<file path="src/rtl/wdog_pkg.sv">
package wdog_pkg;

    typedef enum logic [1:0] {
        PEND_NONE = 2'd0,
        PEND_A    = 2'd1,
        PEND_B    = 2'd2
    } pend_e;

    typedef enum logic {
        SRC_OSC  = 1'b0,
        SRC_INSN = 1'b1
    } src_e;

    typedef struct packed {
        logic single;
        logic half_a;
        logic half_b;
        logic halt;
    } clr_req_t;

    // low-bit mask covering the prescaler stages that one select value spans
    function automatic int unsigned span_mask(input int unsigned sel);
        return (32'd1 << sel) - 32'd1;
    endfunction

endpackage

</file>
<file path="src/rtl/wdog_src_tick.sv">
module wdog_src_tick
    import wdog_pkg::*;
#(
    parameter int INSN_DIV = 4
) (
    input  logic clk,
    input  logic rst,
    input  logic enable,
    input  src_e src_sel,
    input  logic osc_tick,
    input  logic pwr_down,
    output logic tick
);
    localparam int DIV_W = (INSN_DIV > 1) ? $clog2(INSN_DIV) : 1;

    logic insn_tick;

    generate
        if (INSN_DIV > 1) begin : g_div
            logic [DIV_W-1:0] div_q;

            always_ff @(posedge clk) begin
                if (rst) begin
                    div_q <= '0;
                end else if (!pwr_down) begin
                    div_q <= (div_q == DIV_W'(INSN_DIV - 1)) ? '0 : div_q + 1'b1;
                end
            end

            assign insn_tick = !pwr_down && (div_q == DIV_W'(INSN_DIV - 1));

            // system clock stops in power-down, so the divider must hold
            assert_div_frozen_R4: assert property (@(posedge clk) disable iff (rst)
                pwr_down |=> $stable(div_q));
        end else begin : g_nodiv
            assign insn_tick = !pwr_down;
        end
    endgenerate

    always_comb begin
        tick = 1'b0;
        if (enable) begin
            tick = (src_sel == SRC_INSN) ? insn_tick : osc_tick;
        end
    end

endmodule

</file>
<file path="src/rtl/wdog_clr_ctl.sv">
module wdog_clr_ctl
    import wdog_pkg::*;
(
    input  logic     clk,
    input  logic     rst,
    input  logic     enable,
    input  logic     dual_mode,
    input  clr_req_t req,
    output logic     clr
);
    pend_e pend_q, pend_d;
    logic  pair_done;
    logic  single_ok;

    always_comb begin
        pend_d    = pend_q;
        pair_done = 1'b0;
        if (enable && dual_mode) begin
            if (req.half_a && req.half_b) begin
                pair_done = 1'b1;
            end else if (req.half_a) begin
                if (pend_q == PEND_B) pair_done = 1'b1;
                else                  pend_d    = PEND_A;
            end else if (req.half_b) begin
                if (pend_q == PEND_A) pair_done = 1'b1;
                else                  pend_d    = PEND_B;
            end
            if (pair_done) pend_d = PEND_NONE;
        end
    end

    always_ff @(posedge clk) begin
        if (rst) pend_q <= PEND_NONE;
        else     pend_q <= pend_d;
    end

    assign single_ok = enable && !dual_mode && req.single;
    assign clr       = single_ok || pair_done || (enable && req.halt);

    assert_repeat_noclr_R11: assert property (@(posedge clk) disable iff (rst)
        (dual_mode && req.half_a && !req.half_b && !req.halt && pend_q == PEND_A) |-> !clr);

    assert_pair_idle_R11: assert property (@(posedge clk) disable iff (rst)
        pair_done |=> (pend_q == PEND_NONE));

    assert_off_frozen_R8: assert property (@(posedge clk) disable iff (rst)
        !enable |=> $stable(pend_q));

endmodule

</file>
<file path="src/rtl/wdog_count.sv">
module wdog_count
    import wdog_pkg::*;
#(
    parameter int FIX_STAGES = 8,
    parameter int SEL_W      = 3
) (
    input  logic             clk,
    input  logic             rst,
    input  logic             tick,
    input  logic             clr,
    input  logic [SEL_W-1:0] sel,
    output logic             tmo_pulse
);
    localparam int PS_W = (1 << SEL_W) - 1;

    logic [FIX_STAGES-1:0] pre_q;
    logic [PS_W-1:0]       ps_q;
    logic [PS_W-1:0]       mask;
    logic                  carry;
    logic                  wrap;

    assign mask  = PS_W'(span_mask(32'(sel)));
    assign carry = tick && (&pre_q);
    assign wrap  = carry && ((ps_q & mask) == mask);

    always_ff @(posedge clk) begin
        if (rst || clr) begin
            pre_q     <= '0;
            ps_q      <= '0;
            tmo_pulse <= 1'b0;
        end else begin
            tmo_pulse <= wrap;
            if (tick) pre_q <= pre_q + 1'b1;
            if (wrap)       ps_q <= '0;
            else if (carry) ps_q <= ps_q + 1'b1;
        end
    end

    assert_clear_zero_R12: assert property (@(posedge clk) disable iff (rst)
        clr |=> (pre_q == '0 && ps_q == '0 && !tmo_pulse));

    assert_idle_hold_R4: assert property (@(posedge clk) disable iff (rst)
        (!tick && !clr) |=> ($stable(pre_q) && $stable(ps_q) && !tmo_pulse));

    assert_one_cycle_R5: assert property (@(posedge clk) disable iff (rst)
        tmo_pulse |=> !tmo_pulse);

endmodule

</file>
<file path="src/rtl/wdog_dualclr.sv">
module wdog_dualclr
    import wdog_pkg::*;
#(
    parameter int FIX_STAGES = 8,
    parameter int SEL_W      = 3,
    parameter int INSN_DIV   = 4
) (
    input  logic             clk,
    input  logic             rst,
    input  logic             cfg_enable,
    input  logic             cfg_src_insn,
    input  logic             cfg_dual_clr,
    input  logic             osc_tick,
    input  logic             pwr_down,
    input  logic [SEL_W-1:0] prescale_sel,
    input  logic             clr_single,
    input  logic             clr_half_a,
    input  logic             clr_half_b,
    input  logic             halt_strobe,
    output logic             dev_rst_req,
    output logic             pc_sp_rst_req,
    output logic             to_flag
);
    clr_req_t req;
    logic     tick;
    logic     clr_ok;
    logic     tmo;

    assign req = '{single: clr_single, half_a: clr_half_a,
                   half_b: clr_half_b, halt: halt_strobe};

    wdog_src_tick #(.INSN_DIV(INSN_DIV)) u_src (
        .clk      (clk),
        .rst      (rst),
        .enable   (cfg_enable),
        .src_sel  (src_e'(cfg_src_insn)),
        .osc_tick (osc_tick),
        .pwr_down (pwr_down),
        .tick     (tick)
    );

    wdog_clr_ctl u_clr (
        .clk       (clk),
        .rst       (rst),
        .enable    (cfg_enable),
        .dual_mode (cfg_dual_clr),
        .req       (req),
        .clr       (clr_ok)
    );

    wdog_count #(.FIX_STAGES(FIX_STAGES), .SEL_W(SEL_W)) u_cnt (
        .clk       (clk),
        .rst       (rst),
        .tick      (tick),
        .clr       (clr_ok || !cfg_enable),
        .sel       (prescale_sel),
        .tmo_pulse (tmo)
    );

    assign dev_rst_req   = tmo && !pwr_down;
    assign pc_sp_rst_req = tmo && pwr_down;

    always_ff @(posedge clk) begin
        if (rst)              to_flag <= 1'b0;
        else if (dev_rst_req) to_flag <= 1'b1;
    end

    assert_flag_sticky_R6: assert property (@(posedge clk) disable iff (rst)
        to_flag |=> to_flag);

    assert_pd_noflag_R7: assert property (@(posedge clk) disable iff (rst)
        pc_sp_rst_req |=> $stable(to_flag));

    assert_off_quiet_R8: assert property (@(posedge clk) disable iff (rst)
        !cfg_enable |=> (!dev_rst_req && !pc_sp_rst_req));

endmodule

</file>
<file path="config.mk">
export PLATFORM = sky130hd
export DESIGN_NAME = wdog_dualclr
export DESIGN_NICKNAME = d
export VERILOG_FILES = /design/src/rtl/wdog_pkg.sv /design/src/rtl/wdog_src_tick.sv /design/src/rtl/wdog_clr_ctl.sv /design/src/rtl/wdog_count.sv /design/src/rtl/wdog_dualclr.sv
export SDC_FILE = /design/constraint.sdc
export NUM_CORES = 1
export LEC_CHECK = 0
export ABC_AREA = 1
export BUFFER_PORTS_ARGS = -buffer_cell sky130_fd_sc_hd__buf_2
export CORE_MARGIN = 2
export CORE_UTILIZATION = 30
export CTS_CLUSTER_DIAMETER = 150
export CTS_CLUSTER_SIZE = 28
export DETAILED_ROUTE_END_ITERATION = 8
export PLACE_DENSITY = 0.49
export SLEW_MARGIN = 20
export SYNTH_ARGS = -nofsm -noshare
export SYNTH_HDL_FRONTEND = slang
export SYNTH_SLANG_ARGS = --single-unit
</file>
<file path="constraint.sdc">
create_clock -name clk -period 1.4 [get_ports clk]
set_input_delay 0.28 -clock clk [delete_from_list [all_inputs] [get_ports clk]]
set_output_delay 0.28 -clock clk [all_outputs]
set_load 0.005 [all_outputs]
</file>
-- Yosys cells after proc, flatten, opt, wreduce, memory -nomap -nowiden
Cells that the tools add are included.
- logic and storage cells: 56
- memory bits (writable): 0
- bits in read-only memories: 0
- output and inout bits: 3
- bits in registers: 21
- memories: 0
- input port bits: 14
- bits in latches: 0
- mux-type cells: 16
- divide/modulo/power cells: 0
- multiply operators: 0
- bitwise operators: 1
- shift-type cells: 1
- magnitude comparators: 0
- reductions and logical operators: 21
- equality and inequality tests: 7
- $add $sub $neg: 4
- operator list (kind ; number):
    $mux W2 ; 7
    $logic_and A1 B1 Y1 ; 10
    $mux W1 ; 9
    $add A8 B1 Y8 const B ; 1
    $reduce_and A8 Y1 ; 1
    $add A7 B1 Y7 const B ; 1
    $and A7 B7 Y7 ; 1
    $eq A7 B7 Y1 ; 1
    $shl A1 B3 Y7 const A ; 1
    $sub A7 B1 Y7 const B ; 1
    $ne A3 B3 Y1 const B ; 2
    $reduce_and A5 Y1 ; 1
    $eq A2 B2 Y1 const B ; 2
    $logic_or A1 B1 Y1 ; 4
    $logic_not A1 Y1 ; 3
    $reduce_bool A3 Y1 ; 1
    $add A2 B1 Y2 const B ; 1
    $eq A2 B1 Y1 const B ; 1
    $ne A2 B2 Y1 const B ; 1
    $reduce_or A2 Y1 ; 1

-- Logic depth before layout (Yosys ltp)
Gate-level depths: netlist (run 1).
- depth after elaboration: 12
- mapped depth: 10
- gate-level depth less buffers: 10

-- Modules after synthesis
From an unflattened synthesis (run 1), not the netlist that was laid out.
- cells, all modules: 192
- area total of the unflattened synthesis: 1247.4 um2
- by module, submodules not included (module ; sequential area each (um2) ; area each (um2) ; instances ; cells an instance):
    wdog_count ; 320.3 ; 914.6 ; 1 ; 137
    wdog_clr_ctl ; 40.0 ; 155.1 ; 1 ; 27
    wdog_src_tick ; 40.0 ; 116.4 ; 1 ; 18
    wdog_dualclr ; 20.0 ; 61.3 ; 1 ; 10

-- Least setup slack after synthesis (run 1)
Ideal clock, no wire load.
- path type: input -> register
- from: input port prescale_sel[1]
- to: register u_cnt.ps_q[0]
- buffers on the path: 0
- path slack: 0.009 ns
- arrival: 1.273 ns
- stages: 8
- data required time: 1.282 ns
- cells stage by stage: nor2_1 nand2_1 ha_1 o22ai_1 nor2_1 nand2_1 o21bai_4 nor2_1
- cells in the longest elaborated chain, start to end: 6
- RTL lines (item ; RTL line ; RTL):
    from (decl) ; wdog_dualclr.sv:15 ; input logic [SEL_W-1:0] prescale_sel,
    $shl A1 B3 Y7 * ; wdog_pkg.sv:23 ; return (32'd1 << sel) - 32'd1;
    $sub A7 B1 Y7 * ; wdog_pkg.sv:23 ;
    $and A7 B7 Y7 ; wdog_count.sv:24 ; assign wrap = carry && ((ps_q & mask) == mask);
    $eq A7 B7 Y1 * ; wdog_count.sv:24 ;
    $logic_and A1 B1 Y1 * ; wdog_count.sv:24 ;
    $reduce_or A2 Y1 (no line) * ; -- ;
    to (signal assigned) ; wdog_count.sv:35 ; else if (carry) ps_q <= ps_q + 1'b1;
    to (decl) ; wdog_count.sv:17 ; logic [PS_W-1:0] ps_q;
Every way passes the cells marked *; elsewhere a longest branch is shown, timed or not.
A chain may end at the register's enable or synchronous reset.

-- Worst setup path after layout (run 1)
- from: register u_cnt.pre_q[1]
- to: register u_cnt.ps_q[6]
- cells in the longest elaborated chain, start to end: 4
- RTL lines (item ; RTL line ; RTL):
    from (decl) ; wdog_count.sv:16 ; logic [FIX_STAGES-1:0] pre_q;
    from (signal assigned) ; wdog_count.sv:33 ; if (tick) pre_q <= pre_q + 1'b1;
    $reduce_and A8 Y1 * ; wdog_count.sv:23 ; assign carry = tick && (&pre_q);
    $logic_and A1 B1 Y1 * ; wdog_count.sv:23 ;
    $logic_and A1 B1 Y1 ; wdog_count.sv:24 ;
    $reduce_or A2 Y1 (no line) ; -- ;
Marks and branches as above.

==> flow_summary.yaml, run 1 <==
status:
  outcome: "complete, no violations"
critical_path:
  critPathLaunchType: "flop"
  crit_type: "flop to flop"
  worst_ep_required_time_ns: 1.55
  cp_max_fo: 7
  cp.arrival_ns: 1.51
  end_kind: "flop"
cts:
  cts_buffer_depth: 2
  cts-root-buf: "clkbuf_8"
  holdBufCountCts: 0
  cts-buffers-inserted: 3
  cts_sinks: 21
  clkLatencyLatePin_ns: 0.26
  h-tree-depth: 1
  cts_tree: "done"
  clk_pin_slew_ns: 0.07
synth:
  postSynthCellCount: 197
  synth_cell_types: 19
  yosys_warnings: 0
  syn_avg_cell_area_sq_um: 6.27
  synth_nets: 215
  yosysSeqAreaShare_pct: 34.0
  syn_area_sq_um: 1230
  synth.ff_latch_count: 21
route:
  first_pass_iters: 4
  via_per_inst: 4.42
  dr_total_vias: 1291
  drc: 0
  ant_nets: 0
  drt-total-wl_um: 2700
  drt_iter0_markers: 39
  wl_per_cell_um: 9.25
timing:
  finalSetupViolCount: 0
  fin_worst_skew_ns: 0.00343
  worst_pin_slew_ns: 0.300
  finalHoldViolCount: 0
  tns_ns: 0
  timing.fmax_mhz: 737
  rsz0062_at_grt: "yes"
  maxSlewViolCount: 0
  period_minus_slack_ns: 1.36
  finalCritPeriodShare_pct: 97.0
  slew_headroom_pct: 79.8
flow_run:
  cap_viol_max_count: 0
power_and_ir_drop:
  peakVddDrop_mv: 0.232
  seq_power_share_pct: 52.6
  combPwrFrac_pct: 13.5
  power.switching_mw: 0.276
  p_clk_share_pct: 33.9
  p_leak_nw: 0.792
  swShare_pct: 23.8
  power.internal_mw: 0.886
  power.density_nw_per_um2: 687
placed_design:
  hpwl_um: 2130
  portBuffers: 16
  place_congestion: 0.694
  place_inst: 285
grt:
  grt_pass1_wl_um: 4600
  grt_pass1_vias: 1100
  grt_max_degree: 13
  antenna_found_initial: 0
  grt_use_total_pct: 13.2
  grt_overflow: 0
layout:
  drive_above_1_share_pct: 28.1
  nFillCells: 458
  fin_cells: 292
  mostFrequentLayoutCells: "51 x nand2_1, 31 x inv_1, 25 x nor2_1, 25 x buf_4, 17 x dfxtp_1"
  area_growth_pct: 37.0
  insertedDiodeCount: 0
  layout_commonest_cell: "nand2_1"
  nets: 261
floorplan:
  num_rows: 23
  die_w_um: 68.2
  io_pins: 17
  fp.dieH_um: 68.2
  start_util_pct: 31.1
  dieArea_sq_um: 4650
  core_sq_um: 3970
worst_hold_path:
  hold_path_class: "input pin to flop"
## sequential cells by signal, summed over array words and instances (netlist names)
register / count
u_cnt.pre_q: 8
u_cnt.ps_q: 7
u_clr.pend_q: 2
u_src.g_div.div_q: 2
to_flag: 1
u_cnt.tmo_pulse: 1
## metrics by stage
stage | power (mW) | setup slack, ns | utilization, % | cell area (sq um) | hold slack [ns]
4_1_cts | 1.18 | -0.0159 | 41.8 | 1660 | 0.294
5_1_grt | 1.23 | -0.0622 | 42.6 | 1690 | 0.315
3_3_place_gp | 0.764 | -0.195 | 39.1 | 1550 | 0.452
3_5_place_dp | 0.763 | -0.225 | 39.1 | 1550 | 0.458
6_report | 1.16 | 0.0424 | 42.6 | 1690 | 0.297
2_1_floorplan | 0.691 | 0.00864 | - | 1230 | 0.349
## power groups by stage
stage	clock network [mW]	logic (mW)	registers, mW
floorplan	0	0.0689	0.622
global placement	0	0.141	0.622
detailed placement	0	0.141	0.622
CTS	0.414	0.152	0.611
global route	0.434	0.181	0.612
finish	0.394	0.157	0.611
## worst max-delay path, cell delays in order (launching register included)
cell,delay [ns]
dfxtp_2,0.35
ha_4,0.14
inv_2,0.05
nor2_4,0.08
nand2_2,0.06
nor2_4,0.16
nand3_2,0.12
o21bai_4,0.22
nor2_1,0.07
## worst paths after layout
| check | from | to | slack (ns) | cells past startpoint |
|---|---|---|---|---|
| max | u_cnt.pre_q[1] | u_cnt.ps_q[6] | 0.04 | 8 |
| min reg2reg | u_clr.pend_q[0] | u_clr.pend_q[0] | 0.47 | 2 |
| max reg2reg | u_cnt.pre_q[1] | u_cnt.ps_q[6] | 0.04 | 8 |
| min | rst | u_src.g_div.div_q[0] | 0.30 | 3 |
## kinds of logic (layout without fill, tap and decap cells)
logic type | after synthesis | count (layout) | share of synthesized area, %
AND/OR/NAND/NOR | 110 | 110 | 37.1
buffers and inverters | 35 | 80 | 11.2
AO/OA/AOI/OAI | 23 | 23 | 10.7
flip-flops | 21 | 21 | 34.0
adder cells (fa/ha/maj) | 4 | 4 | 4.05
XOR/XNOR | 4 | 4 | 2.84
## cells in the mapped netlist (all sizes together)
cell	instances	area share, %
nor3	5	2.0
o21ai	8	3.2
a21oi	12	4.9
ha	4	4.1
inv	34	10
o21bai	1	1.5
dfxtp	21	34
o22ai	1	0.51
nand4	4	2.0
nor2	28	9.1
a211oi	1	0.61
xnor2	1	0.71
nand2	58	18
nand3	15	6.1
buf	1	0.91
xor2	3	2.1
## timing repair
item | in CTS | in global routing
endpoints found under the setup margin | 8 | 12
pin swaps | 11 | 6
gates resized for setup | 12 | 11
buffers inserted | 3 | 0
## routing by layer
metal	part of all wire, %	vias to the layer above	GRT usage [%]
li1	-	706	-
met2	43	19	20.4
met4	1.9	0	6.75
met5	0	-	0
met1	52	562	17.7
met3	3.1	4	1.97
## cell type report
class | instances | area [sq um] | share of cell area, %
Multi-Input combinational cell | 141 | 743 | 43.9
Sequential cell | 21 | 425 | 25.1
Timing Repair Buffer | 42 | 288 | 17.0
Inverter | 34 | 128 | 7.54
Tap cell | 50 | 62.6 | 3.70
Clock buffer | 4 | 45.0 | 2.66
(Power assumes the default switching activity.)
==> run 2: changes to the inputs <==
--- a/config.mk
+++ b/config.mk
@@ -12,8 +12,9 @@
 export CTS_CLUSTER_DIAMETER = 150
 export CTS_CLUSTER_SIZE = 28
 export DETAILED_ROUTE_END_ITERATION = 8
-export PLACE_DENSITY = 0.49
+export PLACE_DENSITY = 0.47
 export SLEW_MARGIN = 20
 export SYNTH_ARGS = -nofsm -noshare
 export SYNTH_HDL_FRONTEND = slang
+export SYNTH_HIERARCHICAL = 1
 export SYNTH_SLANG_ARGS = --single-unit
==> constraint.sdc (replaced) <==
create_clock -name clk -period 1.3 [get_ports clk]
set_input_delay 0.26 -clock clk [delete_from_list [all_inputs] [get_ports clk]]
set_output_delay 0.26 -clock clk [all_outputs]
set_load 0.005 [all_outputs]
==> run 2 against run 1 <==
Effect of this change: the flow now finishes with violations (setup timing); cell count fell by 4.1%; non-clock buffer count fell by 7; design area down 0.96%; setup slack worse by 0.16 ns; worst hold slack worse by 0.045 ns; clock skew is 0.0021 ns higher; wire length fell by 5.6%; first-iteration DRC count shrank 31%; critical path depth up 2; core utilization fell by 0.71 points; power is 7.6% higher; largest cell class unchanged; highest routed layer unchanged.
==> flow_summary.yaml, run 2 <==
synth:
  syn_avg_cell_area_sq_um: 6.50
  yosysTopAreaCell: "dfxtp_1"
  netlist_top_cells_count: "42 x nand2_1, 34 x inv_1, 22 x nor2_1, 21 x dfxtp_1, 14 x a21oi_1"
  synth-async-reset-ratio_pct: 0
  synth_cell_types: 24
  synth_most_common_cell: "nand2_1"
  syn_area_sq_um: 1250
  ys.flop_type: "dfxtp_1"
  synth_area_leaders: "dfxtp_1 34%, nand2_1 13%, inv_1 10%, nor2_1 6.6%, a21oi_1 5.6%"
  synth.ff_latch_count: 21
  yosysSeqAreaShare_pct: 33.7
  yosys_warnings: 6
  postSynthCellCount: 192
  synth_edf_count: 0
  synth_nets: 209
  synth_top_area_share_pct: 33.7
route:
  drc: 0
  via_per_inst: 4.22
  first_pass_iters: 4
  drt-total-wl_um: 2550
  drt_iter0_markers: 27
  wl_per_cell_um: 9.10
  dr_total_vias: 1182
  ant_nets: 0
power_and_ir_drop:
  power.density_nw_per_um2: 746
  peakVddDrop_mv: 0.487
  combPwrFrac_pct: 13.9
  power.internal_mw: 0.953
  p_leak_nw: 0.744
  finalPower_mw: 1.25
  seq_power_share_pct: 52.9
  p_clk_share_pct: 33.2
  swShare_pct: 23.8
  power.switching_mw: 0.297
grt:
  grt_use_total_pct: 11.7
  antenna_found_initial: 0
  grt_max_degree: 12
  grt_pass1_vias: 1029
  grt_pass1_wl_um: 4190
  grt_overflow: 0
critical_path:
  rrSetupSlack_ns: -0.11
  cp_cell_sequence: "ha_4, a21oi_2, nor2_4, nand2_4, nor2_4, nand2_4, nor2_4, nand2_2, nand2_4, nor2_1"
  worst_path_max_delay_cell: "dfxtp_2"
  critPathLaunchType: "flop"
  cp_slowest_stage_delay_ns: 0.36
  path_buf_inv: 0
  worst_ep_required_time_ns: 1.45
  crit_type: "flop to flop"
  end_kind: "flop"
  r2r_start: "u_src/g_div.div_q[1]"
  crit_family: "simple AND/OR/NAND/NOR gates"
  cp.arrival_ns: 1.56
  cp_max_fo: 7
  cp-startpoint: "u_src/g_div.div_q[1]"
cts:
  cts_buffer_depth: 2
  cts_sinks: 21
  cts_tree: "done"
  cts-buffers-inserted: 3
  clkLatencyLatePin_ns: 0.25
  clk_pin_slew_ns: 0.08
  h-tree-depth: 1
  cts-root-buf: "clkbuf_8"
placed_design:
  place_ws_ns: -0.202
  hpwl_um: 2060
  place_congestion: 0.821
  portBuffers: 16
layout:
  layout_commonest_cell: "nand2_1"
  reg_top3: "u_cnt/pre_q x8, u_cnt/ps_q x7"
  area_growth_pct: 34.3
  largest_reg_flops: 8
  top_register: "u_cnt/pre_q"
  mostFrequentLayoutCells: "39 x nand2_1, 31 x inv_1, 19 x nor2_1"
  nFillCells: 433
  drive_above_1_share_pct: 37.0
  insertedDiodeCount: 0
  nets: 248
worst_hold_path:
  hold_path_class: "input pin to flop"
  holdCritStartpoint: "rst"
flow_run:
  cap_viol_max_count: 0
timing:
  finalCritPeriodShare_pct: 109
  setup_ws_ns: -0.115
  slew_headroom_pct: 76.4
  maxSlewViolCount: 0
  finalHoldViolCount: 0
  tns_ns: -0.977
  rsz0062_at_grt: "yes"
  worst_pin_slew_ns: 0.351
  period_minus_slack_ns: 1.41
  fin_worst_skew_ns: 0.00549
  finalSetupViolCount: 11
  timing.fmax_mhz: 707
floorplan:
  dieArea_sq_um: 4690
  core_sq_um: 4000
  io_pins: 17
  die_w_um: 68.5
  fp.dieH_um: 68.5
  start_util_pct: 31.2
  num_rows: 23
status:
  violations: "setup timing"
  outcome: "complete, but fails checks"
run 2: layout make-up:
type / instances / area [sq um] / area share, %
tap: 50 / 62.6 / 3.73
inverter: 38 / 146 / 8.74
sequential: 21 / 424 / 25.3
multi-input combinational: 132 / 771 / 46.0
timing repair buffer: 35 / 226 / 13.5
clock buffer: 4 / 45.0 / 2.69
run 2: routing by layer:
layer	vias to the layer above	GRT usage (%)	share of wire [%]
met3	2	1.97	1.5
met4	0	3.00	0.39
li1	665	-	-
met5	-	0	0
met2	6	18.0	45
met1	509	16.8	53
run 2: path summary, 6_finish.rpt:
| path | end | cells after the start |
|---|---|---|
| max reg2reg | u_cnt/ps_q[3] | 10 |
| max | u_cnt/ps_q[3] | 10 |
| min | to_flag | 2 |
| min reg2reg | to_flag | 2 |
run 2: timing repair:
action / in CTS / in global routing
hold buffers: 0 / 0
pin swaps: 6 / 5
resized for setup: 9 / 17
endpoints found under the setup margin: 16 / 16
setup buffers: 1 / 1
run 2: cells by family (layout without fill, tap and decap cells):
family | after synthesis | count (layout) | share of synthesized area [%]
AND/OR/NAND/NOR | 101 | 101 | 38.1
buffers and inverters | 39 | 77 | 12.1
AO/OA/AOI/OAI | 24 | 24 | 10.2
flip-flops | 21 | 21 | 33.7
XOR/XNOR | 4 | 4 | 2.81
adder cells (fa/ha/maj) | 3 | 3 | 3.01
run 2: metrics by stage:
step	std cells	utilization [%]	hold slack, ns	area (sq um)
4_1_cts	279	40.6	0.253	1620
2_1_floorplan	192	-	0.322	1270
5_1_grt	280	41.9	0.259	1680
3_5_place_dp	275	38.6	0.447	1550
6_report	280	41.9	0.252	1680
3_3_place_gp	275	38.6	0.446	1550
run 2: power by group through the flow:
stage                     Clock, mW  Combinational (mW)  Sequential [mW]
after global placement            0               0.155            0.676
after detailed placement          0               0.154            0.676
after global routing          0.456               0.198            0.664
after floorplan                   0              0.0805            0.676
after CTS                     0.438               0.162            0.662
final                         0.415               0.174            0.662
